### config.mk
export PLATFORM = sky130hd
export DESIGN_NAME = pll_synth_core
export DESIGN_NICKNAME = d
export VERILOG_FILES = /design/src/rtl/pll_synth_pkg.sv /design/src/rtl/pll_ref_div.sv /design/src/rtl/pll_prog_div.sv /design/src/rtl/pll_phase_det.sv /design/src/rtl/pll_lock_mon.sv /design/src/rtl/pll_synth_core.sv
export SDC_FILE = /design/constraint.sdc
export NUM_CORES = 1
export LEC_CHECK = 0
export CORE_MARGIN = 4
export CORE_UTILIZATION = 50
export DETAILED_ROUTE_END_ITERATION = 8
export HOLD_SLACK_MARGIN = 0.05
export PLACE_DENSITY_LB_ADDON = 0.05
export SYNTH_ARGS = -nofsm -noshare
export SYNTH_HDL_FRONTEND = slang
export SYNTH_SLANG_ARGS = --single-unit
### constraint.sdc
create_clock -name clk -period 3.8 [get_ports clk]
set_input_delay 0.57 -clock clk [delete_from_list [all_inputs] [get_ports clk]]
set_output_delay 0.57 -clock clk [all_outputs]
set_load 0.03 [all_outputs]
### src/rtl/pll_synth_pkg.sv
package pll_synth_pkg;

  localparam int PROG_W = 12;
  localparam int SWAL_W = 4;
  localparam int REF_W  = 7;
  localparam int PRE_W  = 5;
  localparam int SEL_W  = 3;

  typedef enum logic {BAND_LOW = 1'b0, BAND_HIGH = 1'b1} band_e;

  // Crystal strobes per reference edge for each selection code.
  function automatic logic [REF_W-1:0] ref_divisor(input logic [SEL_W-1:0] sel);
    logic [REF_W-1:0] d;
    case (sel)
      3'd1:    d = REF_W'(25);
      3'd2:    d = REF_W'(24);
      3'd3:    d = REF_W'(15);
      3'd4:    d = REF_W'(12);
      3'd5:    d = REF_W'(6);
      3'd6:    d = REF_W'(3);
      default: d = REF_W'(75);
    endcase
    return d;
  endfunction

  // A program count of zero is treated as one.
  function automatic logic [PROG_W-1:0] prog_eff(input logic [PROG_W-1:0] p);
    return (p == '0) ? PROG_W'(1) : p;
  endfunction

  // Swallow count clamped to the program count.
  function automatic logic [SWAL_W-1:0] swal_eff(input logic [SWAL_W-1:0] a,
                                                 input logic [PROG_W-1:0] p_e);
    logic [PROG_W-1:0] a_wide;
    a_wide = {{(PROG_W-SWAL_W){1'b0}}, a};
    return (a_wide > p_e) ? p_e[SWAL_W-1:0] : a;
  endfunction

endpackage

### src/rtl/pll_ref_div.sv
module pll_ref_div
  import pll_synth_pkg::*;
(
  input  logic             clk,
  input  logic             rst_n,
  input  logic             stop,
  input  logic             xtal_stb,
  input  logic [SEL_W-1:0] sel,
  output logic             ref_tick
);
  logic [REF_W-1:0] cnt_q;
  logic [REF_W-1:0] last_val;
  logic             at_last;

  assign last_val = ref_divisor(sel) - REF_W'(1);
  assign at_last  = (cnt_q >= last_val);
  assign ref_tick = xtal_stb && at_last;

  always_ff @(posedge clk or negedge rst_n) begin
    if (!rst_n)         cnt_q <= '0;
    else if (stop)      cnt_q <= '0;
    else if (xtal_stb)  cnt_q <= at_last ? '0 : cnt_q + REF_W'(1);
  end
endmodule

### src/rtl/pll_prog_div.sv
module pll_prog_div
  import pll_synth_pkg::*;
(
  input  logic              clk,
  input  logic              rst_n,
  input  logic              stop,
  input  logic              band_fm,
  input  logic [PROG_W-1:0] p_in,
  input  logic [SWAL_W-1:0] a_in,
  input  logic              lo_stb,
  output logic              div_tick
);
  logic [PRE_W-1:0]  pre_q;
  logic [PROG_W-1:0] prog_q;
  logic [SWAL_W-1:0] swal_q;
  logic [PROG_W-1:0] p_e, cur_prog;
  logic [SWAL_W-1:0] a_e, cur_swal;
  logic [PRE_W-1:0]  pre_last;
  logic              reload, pre_wrap, stage_tick;
  band_e             band;

  assign band     = band_e'(band_fm);
  assign p_e      = prog_eff(p_in);
  assign a_e      = swal_eff(a_in, p_e);
  // prog_q == 0 marks the start of a new divide cycle: load from the inputs.
  assign reload   = (prog_q == '0);
  assign cur_prog = reload ? p_e : prog_q;
  assign cur_swal = reload ? a_e : swal_q;
  // Divide by 17 while swallow count remains, by 16 afterwards.
  assign pre_last = (cur_swal != '0) ? PRE_W'(16) : PRE_W'(15);
  assign pre_wrap = (band == BAND_HIGH) ? (pre_q == pre_last) : 1'b1;
  assign stage_tick = lo_stb && pre_wrap;
  assign div_tick   = stage_tick && (cur_prog == PROG_W'(1));

  always_ff @(posedge clk or negedge rst_n) begin
    if (!rst_n) begin
      pre_q  <= '0;
      prog_q <= '0;
      swal_q <= '0;
    end else if (stop) begin
      pre_q  <= '0;
      prog_q <= '0;
      swal_q <= '0;
    end else if (lo_stb) begin
      if (band == BAND_HIGH)
        pre_q <= pre_wrap ? '0 : pre_q + PRE_W'(1);
      else
        pre_q <= '0;
      if (stage_tick) begin
        if (cur_prog == PROG_W'(1)) begin
          prog_q <= '0;
          swal_q <= '0;
        end else begin
          prog_q <= cur_prog - PROG_W'(1);
          swal_q <= (cur_swal != '0) ? cur_swal - SWAL_W'(1) : '0;
        end
      end
    end
  end
endmodule

### src/rtl/pll_phase_det.sv
module pll_phase_det (
  input  logic clk,
  input  logic rst_n,
  input  logic stop,
  input  logic ref_tick,
  input  logic div_tick,
  output logic up_q,
  output logic dn_q
);
  logic up_n, dn_n;

  assign up_n = up_q | div_tick;
  assign dn_n = dn_q | ref_tick;

  always_ff @(posedge clk or negedge rst_n) begin
    if (!rst_n) begin
      up_q <= 1'b0;
      dn_q <= 1'b0;
    end else if (stop || (up_n && dn_n)) begin
      up_q <= 1'b0;
      dn_q <= 1'b0;
    end else begin
      up_q <= up_n;
      dn_q <= dn_n;
    end
  end
endmodule

### src/rtl/pll_lock_mon.sv
module pll_lock_mon (
  input  logic clk,
  input  logic rst_n,
  input  logic stop,
  input  logic ref_tick,
  input  logic div_tick,
  input  logic ack,
  output logic flag_q
);
  localparam int CNT_W = 2;
  logic             armed_q;
  logic [CNT_W-1:0] seen_q;
  logic [CNT_W:0]   seen_incl;
  logic             miss_set;

  assign seen_incl = {1'b0, seen_q} + {{CNT_W{1'b0}}, div_tick};
  assign miss_set  = !stop && armed_q && ref_tick && (seen_incl != (CNT_W+1)'(1));

  always_ff @(posedge clk or negedge rst_n) begin
    if (!rst_n) begin
      armed_q <= 1'b0;
      seen_q  <= '0;
      flag_q  <= 1'b0;
    end else begin
      flag_q <= miss_set | (flag_q & ~ack);
      if (stop) begin
        armed_q <= 1'b0;
        seen_q  <= '0;
      end else if (ref_tick) begin
        armed_q <= 1'b1;
        seen_q  <= '0;
      end else if (div_tick && (seen_q != CNT_W'(2))) begin
        seen_q  <= seen_q + CNT_W'(1);
      end
    end
  end
endmodule

### src/rtl/pll_synth_core.sv
module pll_synth_core
  import pll_synth_pkg::*;
(
  input  logic              clk,
  input  logic              rst_n,
  input  logic              xtal_stb,
  input  logic              lo_stb,
  input  logic              band_fm,
  input  logic [SEL_W-1:0]  ref_sel,
  input  logic [PROG_W-1:0] prog_cnt,
  input  logic [SWAL_W-1:0] swal_cnt,
  input  logic              loop_stop,
  input  logic              unlock_ack,
  output logic              err_drive,
  output logic              err_level,
  output logic              unlock
);
  logic ref_tick, div_tick, up_q, dn_q;

  pll_ref_div u_ref (
    .clk(clk), .rst_n(rst_n), .stop(loop_stop),
    .xtal_stb(xtal_stb), .sel(ref_sel), .ref_tick(ref_tick)
  );

  pll_prog_div u_prog (
    .clk(clk), .rst_n(rst_n), .stop(loop_stop), .band_fm(band_fm),
    .p_in(prog_cnt), .a_in(swal_cnt), .lo_stb(lo_stb), .div_tick(div_tick)
  );

  pll_phase_det u_pd (
    .clk(clk), .rst_n(rst_n), .stop(loop_stop),
    .ref_tick(ref_tick), .div_tick(div_tick), .up_q(up_q), .dn_q(dn_q)
  );

  pll_lock_mon u_lock (
    .clk(clk), .rst_n(rst_n), .stop(loop_stop),
    .ref_tick(ref_tick), .div_tick(div_tick), .ack(unlock_ack), .flag_q(unlock)
  );

  assign err_drive = up_q | dn_q;
  assign err_level = up_q;
endmodule

==> impl_summary.md, run 1 <==
Routing
The average wire length per cell after detail routing is 15.0 µm. The number of antenna-violating nets in the routed design is 0. Detailed routing inserted a total of 2754 vias. For this run, design rule violations remaining after detail routing come to 0.

The count of TritonRoute iterations in the first routing pass is 4. The detailed router finished its first iteration with 94 violations. The final routed wirelength across all metal layers is 7210 µm. Dividing the detail-routed via count by the number of cells gives 5.75.

Logic synthesis
Multiplexer cells account for 4.94% of the synthesized area. After synthesis, the netlist uses 65 different library cells. In the synthesized netlist, the number of instances is 323. Summing every instance area after synthesis gives 0.00279 mm². After Yosys synthesis, XOR and XNOR cells account for 2.52% of the synthesized area. The number of warnings issued by yosys is 0. The total nets after synthesis is 369. The mean post-synth cell area is 8.62 µm². In the synthesized netlist the dominant register cell turns out to be sky130_fd_sc_hd__dfrtp_1. The largest family of logic cells by synthesized area is simple AND/OR/NAND/NOR gates. The post-synthesis share of cell area spent on full adders, half adders and majority gates is 8.98%.

The register bit total from synthesis is 34. The register area share after synthesis is 30.5%. The count of flip-flops with a built-in enable after synthesis is 0. Summing the areas of all compound-gate instances in the mapped netlist gives 23.9% of the synthesized area. The synthesized netlist devotes 24.9% of its cell area to simple gates. For this run, asynchronously set or reset flops after synthesis account for 100%.

Pwr
The clock network is responsible for 11.8% of the overall power. In this run the static leakage power is 0.00174 µW. The net switching power is 1070 µW. The cell-internal power is 1390 µW. The worst-case IR drop observed on VDD is 0.458 mV. The sequential cell fraction of total power is 19.6%. The portion of total power attributed to combinational logic is 68.6%.

In this run the power density over the cells is 635 mW/mm². The switching portion of total power is 43.7%.

Finish
The post-route cell area is 0.00387 mm². The finished layout holds 479 standard cells, fillers aside. The most common library cell in the layout ignoring fill and taps is sky130_fd_sc_hd__buf_4. The share of final-layout standard cells stronger than drive strength 1 is 29.8%. Summing all flip-flop and latch instances after layout gives 851 µm². In the final design database the tool counted 454 nets. Leaving out fill and tap cells, the most frequent cells in the layout are sky130_fd_sc_hd__buf_4 (51), sky130_fd_sc_hd__dfrtp_1 (34), sky130_fd_sc_hd__nand2_1 (31). The area growth from synthesis to final layout is 39.1%. The number of filler instances in the final layout is 403. The antenna cell count is 0. The area of combinational cells with multiple inputs is 0.00203 mm².

CTS
No sink is reached through more buffers than the 2 on the longest clock path. After clock tree synthesis, the clock-pin slew on the worst setup and hold paths is 0.07 ns. TritonCTS built the clock tree.

TritonCTS created 5 clock buffers. The clock latency of the later-clocked register in the worst-skew pair is 0.28 ns. The TritonCTS sink count is 34. The clock tree synthesis step divided the H-tree into 2 levels. The cell sitting at the root of the clock tree is a sky130_fd_sc_hd__clkbuf_8.

STA
The worst clock skew is 0.00144 ns. The final-report max-slew violation count came to 0. Hold timing on the final database bottoms out at a slack of 0.485 ns. The final-report setup violation count is 21. At the pin with the least slew margin, the transition time is 0.699 ns. For the finished layout, the period the worst path requires is 4.09 ns. In the finished design, the share of the clock period the worst path needs comes to 108%. The relative max-transition margin is 52.9%. The count of final hold-check violations is 0. The post-route worst setup slack is -0.295 ns. Setup repair after global routing could not meet its margin everywhere. For this run, the top clock speed supported by timing is 244 MHz.

Critical path
The critical path in this run is classified as input pin to flop. The data required time at the worst endpoint is 4.00 ns. STA classifies the critical path endpoint as a flop.

The worst setup path is launched from an input pin. Data on the critical path arrives at its endpoint at 4.30 ns. The highest fanout seen on the critical path is 5.

Die
The die outline width is 82.6 µm. The row count is 26. For this design the top-level I/O count stands at 29. The height of the die is 82.6 µm.

The initial core utilization is 53.2%. The area of the die is 0.00683 mm². The total area inside the core boundary comes to 0.00524 mm².

Place
At the end of routability-driven placement, the weighted congestion stood at 0.864. The half-perimeter wire length after placement is 5300 µm. The placed cell area is 0.00353 mm².

Including well taps, the total number of placed cells is 457. In this run the tool buffered the top-level ports with 28 buffer cells. The pre-CTS setup slack is -1.00 ns.

Run
The tool flagged a number of max-cap violations equal to 0.

Status
The flow ran to the end, but the final reports show violations. The final reports fail on setup timing.

Global route
The global routing usage summed across all routing layers is 22.5%. The number of antenna violations at the first check in global routing is 0. The via count of the first global-routing pass is 2691. The global-route wire length before repair is 12000 µm. Entering global routing, the biggest net connects 35 pins. The total overflow reported by the global router is 0.

Worst hold path
The min-delay analysis places its worst path in the category flop to flop.
-- synthesized netlist by cell type (all sizes together) (2+ instances only) --
cell type / instances / share of area (%)
dfrtp: 34 / 31
nand2: 34 / 4.7
or3: 5 / 1.1
xor2: 2 / 0.63
buf: 3 / 0.63
nand2b: 5 / 1.1
and2: 4 / 0.90
a211oi: 6 / 1.8
nor3: 6 / 1.1
a21oi: 19 / 3.5
o41ai: 2 / 0.90
mux2: 3 / 1.3
ha: 20 / 9.0
o21a: 2 / 0.54
clkbuf: 6 / 0.81
nand4: 5 / 1.3
a31oi: 6 / 1.3
inv: 19 / 2.6
and3: 3 / 0.85
nand3b: 4 / 1.1
o31ai: 3 / 0.81
a2111oi: 2 / 1.5
nor2b: 4 / 0.90
xnor2: 6 / 1.9
o21ai: 20 / 3.6
nor2: 27 / 3.9
mux2i: 10 / 3.6
nor3b: 2 / 0.54
o211ai: 5 / 1.5
or4: 2 / 0.67
or2: 2 / 0.45
a21o: 8 / 2.2
a22o: 4 / 1.3
nor4: 8 / 3.3
o22ai: 7 / 1.6
nand3: 12 / 2.3
-- metal layers --
| layer | routed length (µm) | global-route usage, % | part of all wire, % |
|---|---|---|---|
| met1 | 3290 | 28.9 | 46 |
| met4 | 114 | 7.19 | 1.6 |
| met2 | 3520 | 38.5 | 49 |
| met5 | 0 | 0 | 0 |
| met3 | 281 | 3.80 | 3.9 |
-- metrics by stage --
step / util (%) / power, µW / setup TNS, ns
6_report: 74.0 / 2460 / -1.81
3_5_place_dp: 67.5 / 1860 / -16.06
5_1_grt: 74.0 / 2660 / -6.17
4_1_cts: 71.2 / 2280 / -0.327
2_1_floorplan: - / 1460 / -2.56
3_3_place_gp: 67.5 / 1830 / -13.28
-- timing repair --
action,in CTS,in global routing
setup buffers,6,7
pin swaps,16,17
hold buffers,0,0
gates cloned,1,0
resized for setup,52,21
endpoints found under the setup margin,26,25
-- logic make-up (layout without fill, tap and decap cells) --
group | after synthesis | count (layout)
XOR/XNOR | 8 | 8
AO/OA/AOI/OAI | 94 | 94
multiplexers | 13 | 13
flip-flops | 34 | 34
AND/OR/NAND/NOR | 125 | 125
adder cells (fa/ha/maj) | 20 | 20
other | 1 | 1
buffers and inverters | 28 | 114
-- path summary, 6_finish.rpt --
path | startpoint | endpoint | slack [ns] | depth (start not counted)
max reg2reg | u_prog.prog_q[5] | u_lock.flag_q | 0.17 | 15
max in group asynchronous | rst_n | u_ref.cnt_q[4] | 2.78 | 2
min reg2reg | u_pd.dn_q | u_pd.up_q | 0.48 | 1
max | prog_cnt[4] | u_lock.flag_q | -0.29 | 21
min | u_pd.dn_q | u_pd.up_q | 0.48 | 1
min in group asynchronous | rst_n | u_pd.dn_q | 0.69 | 2
-- power groups by stage --
stage | sequential (µW) | clock (µW) | combinational [µW]
final | 482 | 290 | 1690
after global routing | 493 | 319 | 1850
after CTS | 481 | 299 | 1500
after detailed placement | 485 | 0 | 1380
after global placement | 484 | 0 | 1350
after floorplan | 473 | 0 | 988
-- sequential cells by signal, indices dropped and copies added, names as in the netlist --
| name | count |
|---|---|
| u_ref.cnt_q | 7 |
| u_pd.dn_q | 1 |
| u_prog.pre_q | 5 |
| u_lock.seen_q | 2 |
| u_prog.swal_q | 4 |
| u_prog.prog_q | 12 |
| u_lock.armed_q | 1 |
| u_pd.up_q | 1 |
| u_lock.flag_q | 1 |
-- layout make-up --
class	instances	share of cell area (%)
multi-input combinational	261	52.3
timing repair buffer	87	19.2
clock buffer	6	2.13
sequential	34	22.0
inverter	19	1.84
clock inverter	2	0.323
tap	70	2.26
-- worst max-delay path, stage by stage --
cell,delay [ns]
sky130_fd_sc_hd__buf_8,0.10
sky130_fd_sc_hd__nor4_4,0.28
sky130_fd_sc_hd__a41o_1,0.26
sky130_fd_sc_hd__ha_4,0.14
sky130_fd_sc_hd__nor2b_1,0.04
sky130_fd_sc_hd__o211ai_1,0.24
sky130_fd_sc_hd__a21o_1,0.19
sky130_fd_sc_hd__mux2_4,0.31
sky130_fd_sc_hd__mux2i_2,0.18
sky130_fd_sc_hd__ha_2,0.25
sky130_fd_sc_hd__nor3b_1,0.26
sky130_fd_sc_hd__a211oi_2,0.11
sky130_fd_sc_hd__nor2_4,0.15
sky130_fd_sc_hd__mux2_4,0.32
sky130_fd_sc_hd__and3_4,0.18
sky130_fd_sc_hd__ha_4,0.16
sky130_fd_sc_hd__ha_4,0.25
sky130_fd_sc_hd__nor2_1,0.03
sky130_fd_sc_hd__nand2_1,0.06
sky130_fd_sc_hd__nand4_1,0.07
sky130_fd_sc_hd__o22ai_1,0.14
No activity file was read; power rests on OpenSTA's default activity.
==> run 2, diff against run 1 <==
- clock period: 3.8 -> 4.1 ns (I/O delays scaled with it)
==> run 2 against run 1 <==
  * The flow still finishes with violations (setup timing)
  * Combinational power down 17%
  * Sequential share of layout area increased by 0.98 points
  * Clock power down 6%
  * Critical path depth up 1
  * Core utilization shrank 3.2 points
  * Global-route usage increased by 0.19 points
  * Non-clock buffer count fell by 8
  * Total power down 13%
  * Clock skew up 0.013 ns
  * Clock-buffer cell count unchanged
  * Setup slack improved by 0.24 ns
  * Via count decreased by 2.8%
  * Largest power group unchanged
==> impl_summary.md, run 2 (synthesized netlist as in run 1, its figures left out) <==
Pwr
For this design the static power due to leakage is 0.00169 µW. For this design the total switching power over the nets is 941 µW. IR analysis of the VDD net gives a maximum drop of 0.426 mV.

Of the total power, registers draw 21.1%. The portion of total power attributed to combinational logic is 66.2%. The share of power burned in the clock network is 12.8%. The power density over the cells is 576 mW/mm². Of the total power, the share spent switching nets is 44.1%. The internal power of the cells totals 1190 µW.

Routing
In the final routed layout, each cell accounts on average for 15.2 µm. The number of antenna-violating nets in the routed design is 0. The mean number of vias per cell is 5.69. The count of TritonRoute iterations in the first routing pass is 5. The final route contains 2678 vias. The number of remaining DRC errors is 0.

For this block, the initial DRC count from the detailed router was 99. For this block, the routed nets add up to 7180 µm of wire.

STA
After layout, the minimum clock period comes to 4.16 ns. The final-report setup violation count is 1. The transition time of the tightest slew-check pin is 0.525 ns.

The clock arrives with 0.0144 ns of skew. The relative max-transition margin is 64.6%. Setup repair after global routing could not meet its margin everywhere. The post-route worst setup slack is -0.0567 ns. The count of final hold-check violations is 0. After layout, the worst path uses 101% of the clock period.

Final hold analysis gives a worst-case slack of 0.494 ns. The final-report max-slew violation count is 0. The highest clock frequency the design can meet is 241 MHz.

Finish
The net count of the finished layout is 446. The flip-flop count of the largest register, all copies and words added is 12. 0 antenna diodes ended up in the layout. In the final layout, the registers with the most flip-flops are u_prog.prog_q x12, u_ref.cnt_q x7, u_prog.pre_q x5. In the final layout, the share of cells above drive strength 1 is 24.9%. Cells fill 70.8% of the core in the end. The finished layout holds 471 standard cells, fillers aside. The top cell types in the final layout, fill and taps aside, are sky130_fd_sc_hd__buf_4 (49), sky130_fd_sc_hd__dfrtp_1 (34), sky130_fd_sc_hd__nand2_1 (32). The area growth from synthesis to final layout is 33.2%. Leaving out fill and tap cells, the most frequent cell in the layout is sky130_fd_sc_hd__buf_4.

u_prog.prog_q holds more flip-flops than any other register.

Die
The total area inside the core boundary comes to 0.00524 mm². The height of the die is 82.6 µm. Pin placement for this block handled 29 I/O pins. The row count is 26. From left edge to right edge, the die measures 82.6 µm. The initial core utilization is 53.2%. The area of the die is 0.00683 mm².

CTS
The clock net in this run drives a total of 34 sinks. In this run the deepest clock path goes through 2 buffers. The total number of H-tree levels is 2. After clock tree synthesis, the clock-pin slew on the worst setup and hold paths is 0.09 ns. The CTS buffer count is 5. Hold repair after CTS inserted 0 buffers.

The TritonCTS clock tree is done. The buffer type at the clock tree root is sky130_fd_sc_hd__clkbuf_8. The clock latency of the later-clocked register in the worst-skew pair is 0.29 ns.

Run
The number of maximum-capacitance violations is 0.

Critical path
The element type at the critical path end is a flop. The highest fanout seen on the critical path is 4. For the worst setup path, the data required time is 4.32 ns. The category of the most critical setup path is input pin to flop. The arrival time at the worst endpoint is 4.38 ns. The worst setup path is launched from an input pin.

Place
The last weighted congestion value of the routability-driven placer is 0.937. Counting tap cells, the placed design contains a total of 455 instances. The half-perimeter wire length after placement is 5130 µm.

Buffers placed on the I/O ports in this run total 28.

Status
The flow ran to the end, but the final reports show violations. The final reports fail on setup timing.

Worst hold path
The path class of the tightest hold or removal check is flop to flop.

Global route
The met1 usage is 29.7%. The global-route wire length before repair is 12100 µm. The via count of the first global-routing pass is 2648. The largest net degree at the start of global routing is 35. For met3 alone, demand over resource in global routing was 3.58%.

The number of antenna violations at the first check in global routing is 0. For this run the aggregate overflow at the end of global routing stands at 0. Global routing used 22.7% of the available tracks across all layers. Global routing used 38.3% of the available met2 tracks. The routing layer with the top usage in global route is met2.
[run 2: area by class of cell]
type / count / area, µm²
Multi-Input combinational cell: 261 / 1950
Clock inverter: 2 / 12.5
Fill cell: 417 / 1530
Tap cell: 70 / 87.6
Timing Repair Buffer: 79 / 652
Sequential cell: 34 / 851
Inverter: 19 / 71.3
Clock buffer: 6 / 82.6
[run 2: per-layer routing]
layer / part of all wire (%) / vias to the layer above
li1: - / 1352
met1: 47 / 1260
met2: 48 / 56
met3: 3.7 / 10
met4: 1.4 / 0
met5: 0 / -
[run 2: critical path, stage by stage]
cell,delay (ns)
sky130_fd_sc_hd__buf_6,0.10
sky130_fd_sc_hd__nor4_4,0.31
sky130_fd_sc_hd__a41o_1,0.29
sky130_fd_sc_hd__ha_4,0.22
sky130_fd_sc_hd__nand4_1,0.09
sky130_fd_sc_hd__nand3_2,0.11
sky130_fd_sc_hd__a21o_1,0.19
sky130_fd_sc_hd__mux2_4,0.31
sky130_fd_sc_hd__mux2i_4,0.19
sky130_fd_sc_hd__ha_4,0.19
sky130_fd_sc_hd__nand2_2,0.07
sky130_fd_sc_hd__a2111oi_4,0.29
sky130_fd_sc_hd__a211oi_2,0.10
sky130_fd_sc_hd__nor2_4,0.14
sky130_fd_sc_hd__mux2_4,0.31
sky130_fd_sc_hd__and3_4,0.18
sky130_fd_sc_hd__ha_4,0.16
sky130_fd_sc_hd__ha_4,0.25
sky130_fd_sc_hd__nor2_1,0.03
sky130_fd_sc_hd__nand2_1,0.05
sky130_fd_sc_hd__nand4_1,0.07
sky130_fd_sc_hd__o22ai_1,0.12
[run 2: power by group through the flow]
stage                     combinational [µW]  clock, µW  sequential [µW]
after floorplan                          864          0              436
after global placement                  1200          0              447
after detailed placement                1220          0              448
after CTS                               1290        276              444
after global routing                    1560        292              456
final                                   1410        272              450
[run 2: path summary, 6_finish.rpt]
check | depth (start not counted) | endpoint | slack (ns) | start
setup / recovery | 22 | u_lock.flag_q | -0.06 | prog_cnt[9]
hold / removal | 1 | u_pd.dn_q | 0.49 | u_pd.up_q
setup reg to reg | 17 | u_lock.flag_q | 0.22 | u_prog.prog_q[5]
hold reg to reg | 1 | u_pd.dn_q | 0.49 | u_pd.up_q
max in group asynchronous | 2 | u_prog.prog_q[6] | 3.02 | rst_n
min in group asynchronous | 2 | u_prog.pre_q[1] | 0.73 | rst_n
[run 2: stage by stage]
step	area [µm²]	power, µW	worst slack, ns	TNS (ns)
finish	3710	2140	-0.0567	-0.0567
floorplan	2830	1300	-0.374	-0.374
detailed placement	3480	1670	-0.799	-11.87
CTS	3630	2010	-0.0542	-0.0542
global placement	3480	1650	-0.651	-7.72
global route	3710	2300	-0.213	-0.220
[run 2: timing repair]
| item | CTS | global route |
|---|---|---|
| gates resized for setup | 43 | 10 |
| pin swaps | 12 | 12 |
| endpoints found under the setup margin | 24 | 14 |
| setup buffers | 5 | 3 |
